<file path="src/rtl/resp_cap_pkg.sv">
package resp_cap_pkg;

    // Control machine states
    typedef enum logic [1:0] {
        ST_IDLE   = 2'd0,
        ST_SHIFT  = 2'd1,
        ST_COMMIT = 2'd2
    } cap_state_t;

    localparam int WORD_W     = 32;
    localparam int NUM_WORDS  = 4;
    localparam int SHORT_BITS = 32;
    localparam int LONG_BITS  = 127;

endpackage

</file>
<file path="src/rtl/resp_cap_fsm.sv">
module resp_cap_fsm
    import resp_cap_pkg::*;
(
    input  logic       clk,
    input  logic       rst_n,
    input  logic       start_i,
    input  logic       long_i,
    input  logic       last_bit_i,
    output cap_state_t state_o,
    output logic       long_q_o,
    output logic       clear_o,
    output logic       shifting_o,
    output logic       commit_o,
    output logic       done_o
);

    cap_state_t state_q, state_d;
    logic       long_q;
    logic       done_q;

    // state register
    always_ff @(posedge clk or negedge rst_n) begin
        if (!rst_n) begin
            state_q <= ST_IDLE;
            long_q  <= 1'b0;
            done_q  <= 1'b0;
        end else begin
            state_q <= state_d;
            done_q  <= (state_q == ST_COMMIT);
            if (state_q == ST_IDLE && start_i) begin
                long_q <= long_i;
            end
        end
    end

    // next-state logic
    always_comb begin
        state_d = state_q;
        unique case (state_q)
            ST_IDLE:   if (start_i)    state_d = ST_SHIFT;
            ST_SHIFT:  if (last_bit_i) state_d = ST_COMMIT;
            ST_COMMIT:                 state_d = ST_IDLE;
            default:                   state_d = ST_IDLE;
        endcase
    end

    // outputs
    always_comb begin
        clear_o    = 1'b0;
        shifting_o = 1'b0;
        commit_o   = 1'b0;
        unique case (state_q)
            ST_IDLE:   clear_o    = start_i;
            ST_SHIFT:  shifting_o = 1'b1;
            ST_COMMIT: commit_o   = 1'b1;
            default:   ;
        endcase
    end

    assign state_o  = state_q;
    assign long_q_o = long_q;
    assign done_o   = done_q;

endmodule

</file>
<file path="src/rtl/resp_cap_shifter.sv">
module resp_cap_shifter #(
    parameter int SHORT_BITS = 32,
    parameter int LONG_BITS  = 127
) (
    input  logic                 clk,
    input  logic                 rst_n,
    input  logic                 clear_i,
    input  logic                 shift_en_i,
    input  logic                 bit_i,
    input  logic                 long_i,
    output logic [LONG_BITS-1:0] shreg_o,
    output logic                 last_o
);

    localparam int CNT_W = $clog2(LONG_BITS + 1);

    logic [LONG_BITS-1:0] shreg;
    logic [CNT_W-1:0]     count;
    logic [CNT_W-1:0]     final_idx;

    assign final_idx = long_i ? CNT_W'(LONG_BITS - 1) : CNT_W'(SHORT_BITS - 1);

    always_ff @(posedge clk or negedge rst_n) begin
        if (!rst_n) begin
            shreg <= '0;
            count <= '0;
        end else if (clear_i) begin
            shreg <= '0;
            count <= '0;
        end else if (shift_en_i) begin
            shreg <= {shreg[LONG_BITS-2:0], bit_i};
            count <= count + 1'b1;
        end
    end

    assign last_o  = shift_en_i && (count == final_idx);
    assign shreg_o = shreg;

endmodule

</file>
<file path="src/rtl/resp_cap_regs.sv">
module resp_cap_regs #(
    parameter int WORD_W    = 32,
    parameter int NUM_WORDS = 4,
    parameter int LONG_BITS = 127,
    parameter int ADDR_W    = 8,
    parameter int BASE_ADDR = 'h10,
    parameter int STRIDE    = 4
) (
    input  logic                 clk,
    input  logic                 rst_n,
    input  logic                 commit_i,
    input  logic                 long_i,
    input  logic [LONG_BITS-1:0] shreg_i,
    input  logic [ADDR_W-1:0]    rd_addr_i,
    output logic [WORD_W-1:0]    rd_data_o
);

    localparam int TOTAL_W = WORD_W * NUM_WORDS;

    logic [TOTAL_W-1:0] long_img;
    logic [WORD_W-1:0]  words [NUM_WORDS];

    // long image: received bits followed by the implied zero bit
    assign long_img = {shreg_i, 1'b0};

    for (genvar gi = 0; gi < NUM_WORDS; gi++) begin : g_word
        logic [WORD_W-1:0] next_w;
        always_comb begin
            if (long_i)
                next_w = long_img[TOTAL_W-1-WORD_W*gi -: WORD_W];
            else if (gi == 0)
                next_w = shreg_i[WORD_W-1:0];
            else
                next_w = '0;
        end
        always_ff @(posedge clk or negedge rst_n) begin
            if (!rst_n)
                words[gi] <= '0;
            else if (commit_i)
                words[gi] <= next_w;
        end
    end

    always_comb begin
        rd_data_o = '0;
        for (int i = 0; i < NUM_WORDS; i++) begin
            if (rd_addr_i == ADDR_W'(BASE_ADDR + STRIDE * (i + 1)))
                rd_data_o = words[i];
        end
    end

endmodule

</file>
<file path="src/rtl/resp_capture_top.sv">
module resp_capture_top
    import resp_cap_pkg::*;
#(
    parameter int ADDR_W    = 8,
    parameter int BASE_ADDR = 'h10,
    parameter int STRIDE    = 4
) (
    input  logic              clk,
    input  logic              rst_n,
    input  logic              cap_start,
    input  logic              cap_long,
    input  logic              bit_strobe,
    input  logic              cmd_bit,
    input  logic [ADDR_W-1:0] rd_addr,
    output logic [WORD_W-1:0] rd_data,
    output logic              cap_done
);

    cap_state_t           state;
    logic                 long_q;
    logic                 clear;
    logic                 shifting;
    logic                 commit;
    logic                 last_bit;
    logic [LONG_BITS-1:0] shreg;

    resp_cap_fsm u_fsm (
        .clk        (clk),
        .rst_n      (rst_n),
        .start_i    (cap_start),
        .long_i     (cap_long),
        .last_bit_i (last_bit),
        .state_o    (state),
        .long_q_o   (long_q),
        .clear_o    (clear),
        .shifting_o (shifting),
        .commit_o   (commit),
        .done_o     (cap_done)
    );

    resp_cap_shifter #(
        .SHORT_BITS (SHORT_BITS),
        .LONG_BITS  (LONG_BITS)
    ) u_shift (
        .clk        (clk),
        .rst_n      (rst_n),
        .clear_i    (clear),
        .shift_en_i (shifting && bit_strobe),
        .bit_i      (cmd_bit),
        .long_i     (long_q),
        .shreg_o    (shreg),
        .last_o     (last_bit)
    );

    resp_cap_regs #(
        .WORD_W    (WORD_W),
        .NUM_WORDS (NUM_WORDS),
        .LONG_BITS (LONG_BITS),
        .ADDR_W    (ADDR_W),
        .BASE_ADDR (BASE_ADDR),
        .STRIDE    (STRIDE)
    ) u_regs (
        .clk       (clk),
        .rst_n     (rst_n),
        .commit_i  (commit),
        .long_i    (long_q),
        .shreg_i   (shreg),
        .rd_addr_i (rd_addr),
        .rd_data_o (rd_data)
    );

endmodule

</file>
<file path="config.mk">
export PLATFORM = sky130hd
export DESIGN_NAME = resp_capture_top
export DESIGN_NICKNAME = d
export VERILOG_FILES = /design/src/rtl/resp_cap_pkg.sv /design/src/rtl/resp_cap_fsm.sv /design/src/rtl/resp_cap_shifter.sv /design/src/rtl/resp_cap_regs.sv /design/src/rtl/resp_capture_top.sv
export SDC_FILE = /design/constraint.sdc
export NUM_CORES = 1
export LEC_CHECK = 0
export BUFFER_PORTS_ARGS = -buffer_cell sky130_fd_sc_hd__buf_4
export CAP_MARGIN = 30
export CORE_ASPECT_RATIO = 0.5
export CORE_UTILIZATION = 61
export CTS_CLUSTER_SIZE = 25
export DETAILED_ROUTE_END_ITERATION = 16
export GPL_ROUTABILITY_DRIVEN = 0
export PLACE_DENSITY = 0.79
export SKIP_CTS_REPAIR_TIMING = 1
export SLEW_MARGIN = 20
export SYNTH_ARGS = -nofsm -noshare
export SYNTH_HDL_FRONTEND = slang
export SYNTH_SLANG_ARGS = --single-unit
</file>
<file path="constraint.sdc">
create_clock -name clk -period 1.7 [get_ports clk]
set_input_delay 0.085 -clock clk [delete_from_list [all_inputs] [get_ports clk]]
set_output_delay 0.085 -clock clk [all_outputs]
set_load 0.01 [all_outputs]
</file>
Word-level counts from Yosys, hierarchy flattened
Cells that the tools add are included.
Widths: inputs -> output; s select.
{"block": "totals", "ff_bits": 266, "out_inout_bits": 33}
{"block": "op_classes", "n_addsub": 1, "n_eq_ne": 9, "muxes": 19, "reduce_logical": 6}
{"op": "$mux 32", "n": 8}
{"op": "$mux 127", "n": 2}
{"op": "$eq 8x5->1 const B", "n": 3}
{"op": "$mux 7", "n": 3}
{"op": "$eq 8x6->1 const B", "n": 1}
{"op": "$add 7x1->7 const B", "n": 1}
{"op": "$eq 7x7->1", "n": 1}
{"op": "$mux 2", "n": 2}
{"op": "$ne 2x2->1 const B", "n": 2}
{"op": "$pmux 2 s2", "n": 1}
{"op": "$logic_and 1x1->1", "n": 3}
{"op": "$mux 1", "n": 3}
{"op": "$eq 2x1->1 const B", "n": 1}
{"op": "$eq 2x2->1 const B", "n": 1}
{"op": "$logic_not 2->1", "n": 1}
{"op": "$reduce_and 2->1", "n": 1}
{"op": "$reduce_bool 2->1", "n": 1}

Logic depth before layout (Yosys ltp)
Gate-level depths: netlist of run 1.
{"block": "logic_depth", "ltp_word": 6, "depth_mapped": 7}

Modules after synthesis
A second synthesis of run 1 with hierarchy kept.
{"block": "hier_totals", "hier_cells": 1128, "hier_area_um2": 11975.2}
{"mod": "resp_cap_regs", "instances": 1, "cells_each": 670, "area_per_inst_um2": 6337.3}
{"mod": "resp_cap_shifter", "instances": 1, "cells_each": 445, "area_per_inst_um2": 5470.2}
{"mod": "resp_cap_fsm", "instances": 1, "cells_each": 12, "area_per_inst_um2": 161.4}
{"mod": "resp_capture_top", "instances": 1, "cells_each": 1, "area_per_inst_um2": 6.3}

Worst setup path after synthesis of run 1
Ideal clock, no wire load.
{"block": "synth_timing", "path_kind": "register to register", "start": "register u_fsm.state_q[1], in the netlist u_fsm.state_o[1]", "end": "register u_shift.count[1]", "arrival_time_ps": 1252, "path_slack_ps": 327, "path_stages_with_launch": 7, "cell_sequence": "dfrtp_1 > and3b_1 > buf_2 > nor2_4 > buf_4 > buf_6 > a22o_1"}
{"block": "synth_between", "elab_chain_len": 4, "word_cells_on_any_way": 7, "cone_classes": "1 x eq/ne; 3 x mux; 3 x reduce/logical"}
{"element": "start, declared", "line_no": "resp_cap_fsm.sv:17", "source": "cap_state_t state_q, state_d;"}
{"element": "start signal, assigned", "line_no": "resp_cap_fsm.sv:28", "source": "state_q <= state_d;"}
{"element": "$eq 2x1->1", "line_no": "resp_cap_fsm.sv:52", "source": "unique case (state_q)"}
{"element": "$mux 1", "line_no": "resp_cap_fsm.sv:52"}
{"element": "$logic_and 1x1->1", "line_no": "resp_capture_top.sv:48", "source": ".shift_en_i (shifting && bit_strobe),"}
{"element": "$reduce_bool 2->1 (no line)"}
{"element": "end signal, assigned", "line_no": "resp_cap_shifter.sv:32", "source": "count <= count + 1'b1;"}
{"element": "end, declared", "line_no": "resp_cap_shifter.sv:18", "source": "logic [CNT_W-1:0] count;"}
Parallel ways exist; a longest one is shown, timed or not.
A chain may end at the register's enable or synchronous reset.

Final worst setup path of run 1
{"block": "layout_timing", "start": "register u_regs.words[126] (netlist bit)", "end": "output port rd_data[30]"}
{"block": "layout_between", "elab_chain_len": 4}
{"element": "start, declared", "line_no": "resp_cap_regs.sv:21", "source": "logic [WORD_W-1:0] words [NUM_WORDS];"}
{"element": "start signal, assigned by index", "line_no": "resp_cap_regs.sv:40", "source": "words[gi] <= next_w;"}
{"element": "$mux 32 (4 in a row)", "line_no": "resp_cap_regs.sv:47", "source": "if (rd_addr_i == ADDR_W'(BASE_ADDR + STRIDE * (i + 1)))"}
{"element": "end, declared", "line_no": "resp_capture_top.sv:15", "source": "output logic [WORD_W-1:0] rd_data,"}
No other way between the ends.

==> reports/qor.yml, run 1 <==
status: "complete, but fails checks"
failed_checks: "negative hold slack, negative setup slack"
syn_avg_cell_area_um2: 10.1
path_class: "reg -> out"
reg2reg_to: "u_shift.shreg_o[28]$_DFFE_PN0P_"
report.final.hold_viol_count: 1
cts_max_level: 1
die_area_um2: 19300
maxCapViolations: 0
grt_overflow: 0
syn_inst: 1134
grt_usage_pct: 28.7
netlist_area_um2: 11400
routed-via-count: 8712
skew_ns: 0.00496
finalSetupTns_ns: -0.0146
crit_end: "rd_data[30]"
start_kind: "flop"
grt_pass1_vias: 8668
seq_power_share_pct: 52.1
slew_violations: 0
p_int_w: 0.00993
peakVddDrop_uv: 743
ys_ff_latch: 265
wirelength_um: 27000
powerDensity_nw_per_um2: 1020
postPlaceCellArea_um2: 12100
hold_ws_ns: -0.0125
routedWlPerCell_um: 19.3
io_pins: 47
fmax_ghz: 0.585
antenna_found_initial: 0
die_width_um: 196
hold_class: "in -> reg"
die_height_um: 98.8
clkSinkCount: 265
drc: 0
ys_warn_count: 0
numPortBuffers: 46
fp-row-count: 34
required_ns: 1.62
initial_core_util_pct: 64.1
synth-seq-area-share_pct: 58.1
endpoint_kind: "primary output"
ys_top_cells_by_area: "dfrtp_1 58%, nand2_1 12%, a22o_1 5.1%"
cts.path.max_buffers: 3
finalCritPeriodShare_pct: 100
r2r_start: "u_fsm.state_o[0]$_DFFE_PN0P_"
p_total_w: 0.0132
switching_share_pct: 25.0
final_cell_mix: "352 x nand2_1, 263 x dfrtp_1, 97 x nand3_1"
place_ws_ns: 0.0861
numCtsBuffers: 23
reg2reg_depth: 4
combinationalPowerShare_pct: 9.8
root_buffer: "clkbuf_16"
first_iter_violations: 816
final_common_cell: "nand2_1"
p_leak_nw: 6.26
ant_nets: 0
clkTransAtPathRegs_ns: 0.06
grt_setup_unrepaired: "yes"
firstDrtPassIters: 5
synth.top_cell.area_share_pct: 58.1
p_sw_w: 0.00332
routed_via_density: 6.24
synth_nets: 1149
place_hpwl_um: 15700
core_um2: 17800
crit_start: "u_regs.words[126]$_DFFE_PN0P_"
worst_slack_ns: -0.00825
max_slew_margin_pct: 66.4
worst_pin_slew_ns: 0.505
grt_pass1_wl_um: 44500
syn2layout_area_growth_pct: 14.0
worstPathMaxFanout: 2
synth_top_area_cell: "dfrtp_1"
setup_viol: 2
clkPwrFrac_pct: 38.0
reg2reg_slack_ns: 0.08
clock_latency_ns: 0.50
crit_arrival_ns: 1.62
grt_max_degree: 108
fin_crit_ns: 1.71
tritoncts: "built"
nNetsFinal: 1163
synth_cell_types: 38
drive_gt1_share_pct: 15.5
antenna_cells: 0
stdcell_area_um2: 13000
sequential cells by signal (all words and copies together), names as in the netlist:
register         flops
u_shift.count        7
u_fsm.long_q_o       1
u_fsm.done_o         1
u_shift.shreg_o    127
u_regs.words       127
u_fsm.state_o        2
synth_stat cells:
cell type	count
o21ai_0	33
buf_6	3
o31ai_1	2
buf_1	8
dfrtp_1	265
or4_1	1
xnor2_1	1
xor2_1	1
mux2i_1	33
buf_4	8
a21oi_1	63
clkbuf_1	25
a22o_1	67
nand4b_1	2
nor2_4	1
o211ai_1	1
ha_1	1
or4b_1	1
nor2b_1	1
inv_2	1
nand3_1	97
a311oi_1	1
nand3b_1	2
and3b_1	1
buf_2	54
nor3b_2	1
or3b_2	1
nor2_1	6
nand2b_1	1
and4b_1	1
and3_1	1
mux2_2	32
nand2_1	352
nor3_1	1
or3_1	1
a22oi_1	32
o2bb2ai_1	31
nor4_1	1
critical path, cell delays in order (launching register included):
cell	delay, ns
dfrtp_1	0.39
mux2_4	0.28
a22oi_2	0.20
o2bb2ai_2	0.09
buf_4	0.17
power groups by stage:
stage	Clock [W]	Sequential (W)	Combinational [W]
2_1_floorplan	0	0.00690	0.000818
3_3_place_gp	0	0.00699	0.00123
3_5_place_dp	0	0.00701	0.00125
4_1_cts	0.00510	0.00689	0.00126
5_1_grt	0.00534	0.00693	0.00143
6_report	0.00504	0.00690	0.00130
metal layers:
layer / up-vias / global-route usage [%] / routed length (um)
li1: 3934 / - / -
met3: 47 / 4.38 / 1870
met1: 4401 / 42.1 / 11900
met5: - / 0 / 0
met4: 0 / 5.21 / 483
met2: 330 / 46.5 / 12700
per-stage QoR:
step,utilization (%),std cells
3_5_place_dp,67.7,1349
5_1_grt,73.0,1396
4_1_cts,71.7,1388
3_3_place_gp,67.7,1349
6_report,73.0,1396
2_1_floorplan,-,1134
kinds of logic (layout without fill, tap and decap cells):
family	after synthesis	after routing	share of synthesized area (%)
buffers and inverters	99	127	4.31
AND/OR/NAND/NOR	472	472	17.2
flip-flops	265	265	58.1
AO/OA/AOI/OAI	230	230	14.1
multiplexers	65	65	6.05
XOR/XNOR	2	2	0.153
adder cells (fa/ha/maj)	1	1	0.110
layout make-up:
cell class	instances	area [um2]
clock buffers	37	668
clock inverters	2	35.0
fillers	1220	4810
inverters	1	3.75
multi-input cells	770	4460
flip-flops and latches	265	6640
well taps	234	293
repair buffers	87	921
how the worst min path moves through the flow:
stage                from                         endpoint  depth (start not counted)
6_report       bit_strobe     u_shift.count[4]$_DFFE_PN0P_                          3
5_1_grt        bit_strobe     u_shift.count[4]$_DFFE_PN0P_                          3
4_1_cts             rst_n  u_shift.shreg_o[23]$_DFFE_PN0P_                          1
3_5_place_dp        rst_n     u_regs.words[23]$_DFFE_PN0P_                          1
3_3_place_gp        rst_n     u_regs.words[23]$_DFFE_PN0P_                          1
2_1_floorplan       rst_n           u_fsm.done_o$_DFF_PN0_                          0
(Power assumes the default switching activity.)
==> run 2: changes to the inputs <==
Settings changed: ABC_AREA set to 1, CORE_MARGIN set to 2, CORE_UTILIZATION 61 to 62, PLACE_DENSITY 0.79 to 0.8.
==> reports/qor.yml, run 2 <==
ys_top_cells_by_area: "dfrtp_1 57%, nand2_1 7.6%, nand3_1 6.9%"
clkSinkCount: 265  # unchanged
cp_common_cell: "nand2_1"
multi_input_area_um2: 3910  # -12%
status: "complete, but fails checks"
synthTopCellsByCount: "265 x dfrtp_1, 236 x nand2_1, 161 x nand3_1, 154 x inv_1, 125 x o22ai_1"
antenna_cells: 0  # unchanged
routed-via-count: 10100  # +16%
grt_usage_pct: 33.1  # +4.4 points
place_ws_ns: 0.216  # +0.130 ns
crit_arrival_ns: 1.51  # -0.11 ns
critPathBufInv: 1  # unchanged
numPortBuffers: 46  # unchanged
path_class: "reg -> out"
cts.path.max_buffers: 3  # unchanged
final_cell_mix: "263 x dfrtp_1, 236 x nand2_1, 161 x nand3_1"
setup_viol: 0  # -2
worst_pin_slew_ns: 0.546  # +0.0417 ns
hold_depth: 4  # +1
first_iter_violations: 1510  # +85%
hold_class: "in -> reg"
reg2reg_depth: 4  # unchanged
grt_setup_unrepaired: "no"
firstDrtPassIters: 6  # +1
failed_checks: "negative hold slack"
hold_start: "bit_strobe"
worstPathMaxFanout: 2  # unchanged
syn_avg_cell_area_um2: 8.94  # -11%
num-fill-cells: 1311  # +7.5%
tritoncts: "built"
nNetsFinal: 1328  # +14%
core_um2: 18400  # +3.2%
powerDensity_nw_per_um2: 1380  # +36%
cpPeakStageDelay_ns: 0.40  # about the same
fp-row-count: 35  # +2.9%
synth_top_area_cell: "dfrtp_1"
synth_cell_types: 28  # -26%
die_height_um: 101  # +2.1%
grt_max_degree: 108  # unchanged
crit_slowest_cell: "dfrtp_1"
max_slew_margin_pct: 63.6  # -2.8 points
root_buffer: "clkbuf_16"
regArea_um2: 6640  # unchanged
slew_violations: 0  # unchanged
die_area_um2: 19900  # +3.3%
finalSetupTns_ns: 0  # +0.0146 ns
peakVddDrop_uv: 988  # +33%
place_hpwl_um: 20500  # +31%
grt_overflow: 0  # unchanged
numCtsBuffers: 23  # unchanged
syn2layout_area_growth_pct: 12.7
synth-seq-area-share_pct: 57.0  # -1.0 points
clock_latency_ns: 0.52  # +0.02 ns
fmax_ghz: 0.627  # +7.0%
drc: 0  # unchanged
start_kind: "flop"
ys_warn_count: 0  # unchanged
maxCapViolations: 0  # unchanged
grt_pass1_wl_um: 51300  # +15%
clkTransAtPathRegs_ns: 0.07  # about the same
skew_ns: 0.0217  # +0.0167 ns
reg2reg_slack_ns: 0.20  # +0.12 ns
synth_ff_type: "dfrtp_1"
worst_slack_ns: 0.104  # +0.112 ns
synth_nets: 1316  # +15%
synth_edf_count: 0  # unchanged
yosysMostFrequentCell: "dfrtp_1"
routed_via_density: 6.43  # +3.0%
crit_start: "u_regs.words[85]$_DFFE_PN0P_"
hold_ws_ns: -0.0251  # -0.0127 ns
cp_top_family: "flip-flops"
syn_inst: 1301  # +15%
finalCritPeriodShare_pct: 93.9  # -6.6 points
antenna_found_initial: 0  # unchanged
grt_pass1_vias: 9423  # +8.7%
r2r_start: "u_fsm.state_o[0]$_DFFE_PN0P_"
async_flop_share_pct: 100  # unchanged
p_total_w: 0.0181  # +36%
ys_ff_latch: 265  # unchanged
p_leak_nw: 6.33  # +1.2%
routedWlPerCell_um: 20.5  # +6.2%
initial_core_util_pct: 63.2  # -0.84 points
io_pins: 47  # unchanged
crit_path_cell_trace: "o2111ai_1 -> nand2_1 -> nand2_1 -> nand2_1 -> buf_4"
die_width_um: 198  # +1.1%
ant_nets: 0  # unchanged
endpoint_kind: "primary output"
wirelength_um: 32200  # +19%
reg2reg_to: "u_regs.words[59]$_DFFE_PN0P_"
final_common_cell: "dfrtp_1"
hold_end: "u_shift.count[1]$_DFFE_PN0P_"
required_ns: 1.62  # about the same
report.final.hold_viol_count: 1  # unchanged
drive_gt1_share_pct: 12.0  # -3.5 points
synth.top_cell.area_share_pct: 57.0  # -1.0 points
netlist_area_um2: 11600  # +1.8%
cts_max_level: 1  # unchanged
fin_crit_ns: 1.60  # -0.112 ns
-- run 2: cell types whose count changed after synthesis, moves of 60 or more --
cell     before  now
inv_1         0  154
nand2_1     352  236
o22ai_1       0  125
nand3_1      97  161
o21ai_0      33  102
a21oi_1      63    3
a22o_1       67    0
-- run 2: layout make-up --
cell class / instances / area share, %
Inverter: 158 / 4.53
Sequential cell: 265 / 50.6
Clock buffer: 36 / 5.45
Tap cell: 240 / 2.29
Timing Repair Buffer: 88 / 6.87
Clock inverter: 5 / 0.411
Multi-Input combinational cell: 777 / 29.8
-- run 2: worst max-delay path by stage --
| stage | to | cells past startpoint | slack (ns) |
|---|---|---|---|
| final | rd_data[21] | 5 | 0.10 |
| after global routing | rd_data[21] | 7 | 0.03 |
| after CTS | rd_data[21] | 5 | 0.12 |
| after global placement | rd_data[20] | 9 | 0.23 |
| after detailed placement | rd_data[11] | 9 | 0.22 |
| after floorplan | u_shift.shreg_o[56]$_DFFE_PN0P_ | 7 | 0.38 |
-- run 2: power by group --
| part | total, W | switching [W] | internal [W] |
|---|---|---|---|
| sequential | 0.00870 | 0.000959 | 0.00774 |
| combinational | 0.00403 | 0.00273 | 0.00129 |
| clock | 0.00535 | 0.00231 | 0.00304 |
| total | 0.0181 | 0.00600 | 0.0121 |
-- run 2: tightest hold or removal path, cell delays in order --
cell and delay [ns]:
buf_4 0.10, nand3_4 0.13, nand3_1 0.11, nand2_1 0.04
-- run 2: stage by stage --
step | instance area, um2 | cells | hold slack (ns) | util (%)
after floorplan | 11600 | 1301 | -0.211 | -
after global placement | 12300 | 1525 | 0.0576 | 66.9
after detailed placement | 12300 | 1525 | 0.0591 | 66.9
after CTS | 13100 | 1566 | -0.491 | 71.1
after global routing | 13100 | 1569 | 0.0264 | 71.3
final | 13100 | 1569 | -0.0251 | 71.3
-- run 2: logic make-up (layout without fill, tap and decap cells) --
kind of cell / count (synthesis) / count (layout) / synth area share (%)
AO/OA/AOI/OAI: 268 / 268 / 13.4
buffers and inverters: 259 / 287 / 9.53
adder cells (fa/ha/maj): 1 / 1 / 0.108
flip-flops: 265 / 265 / 57.0
AND/OR/NAND/NOR: 508 / 508 / 19.9
-- run 2: layer usage --
metal / up-vias / track usage, % / part of all wire, %
met5: - / 0 / 0
met4: 0 / 8.85 / 3.0
met1: 4971 / 50.7 / 42
li1: 4408 / - / -
met3: 86 / 7.09 / 12
met2: 624 / 48.3 / 44
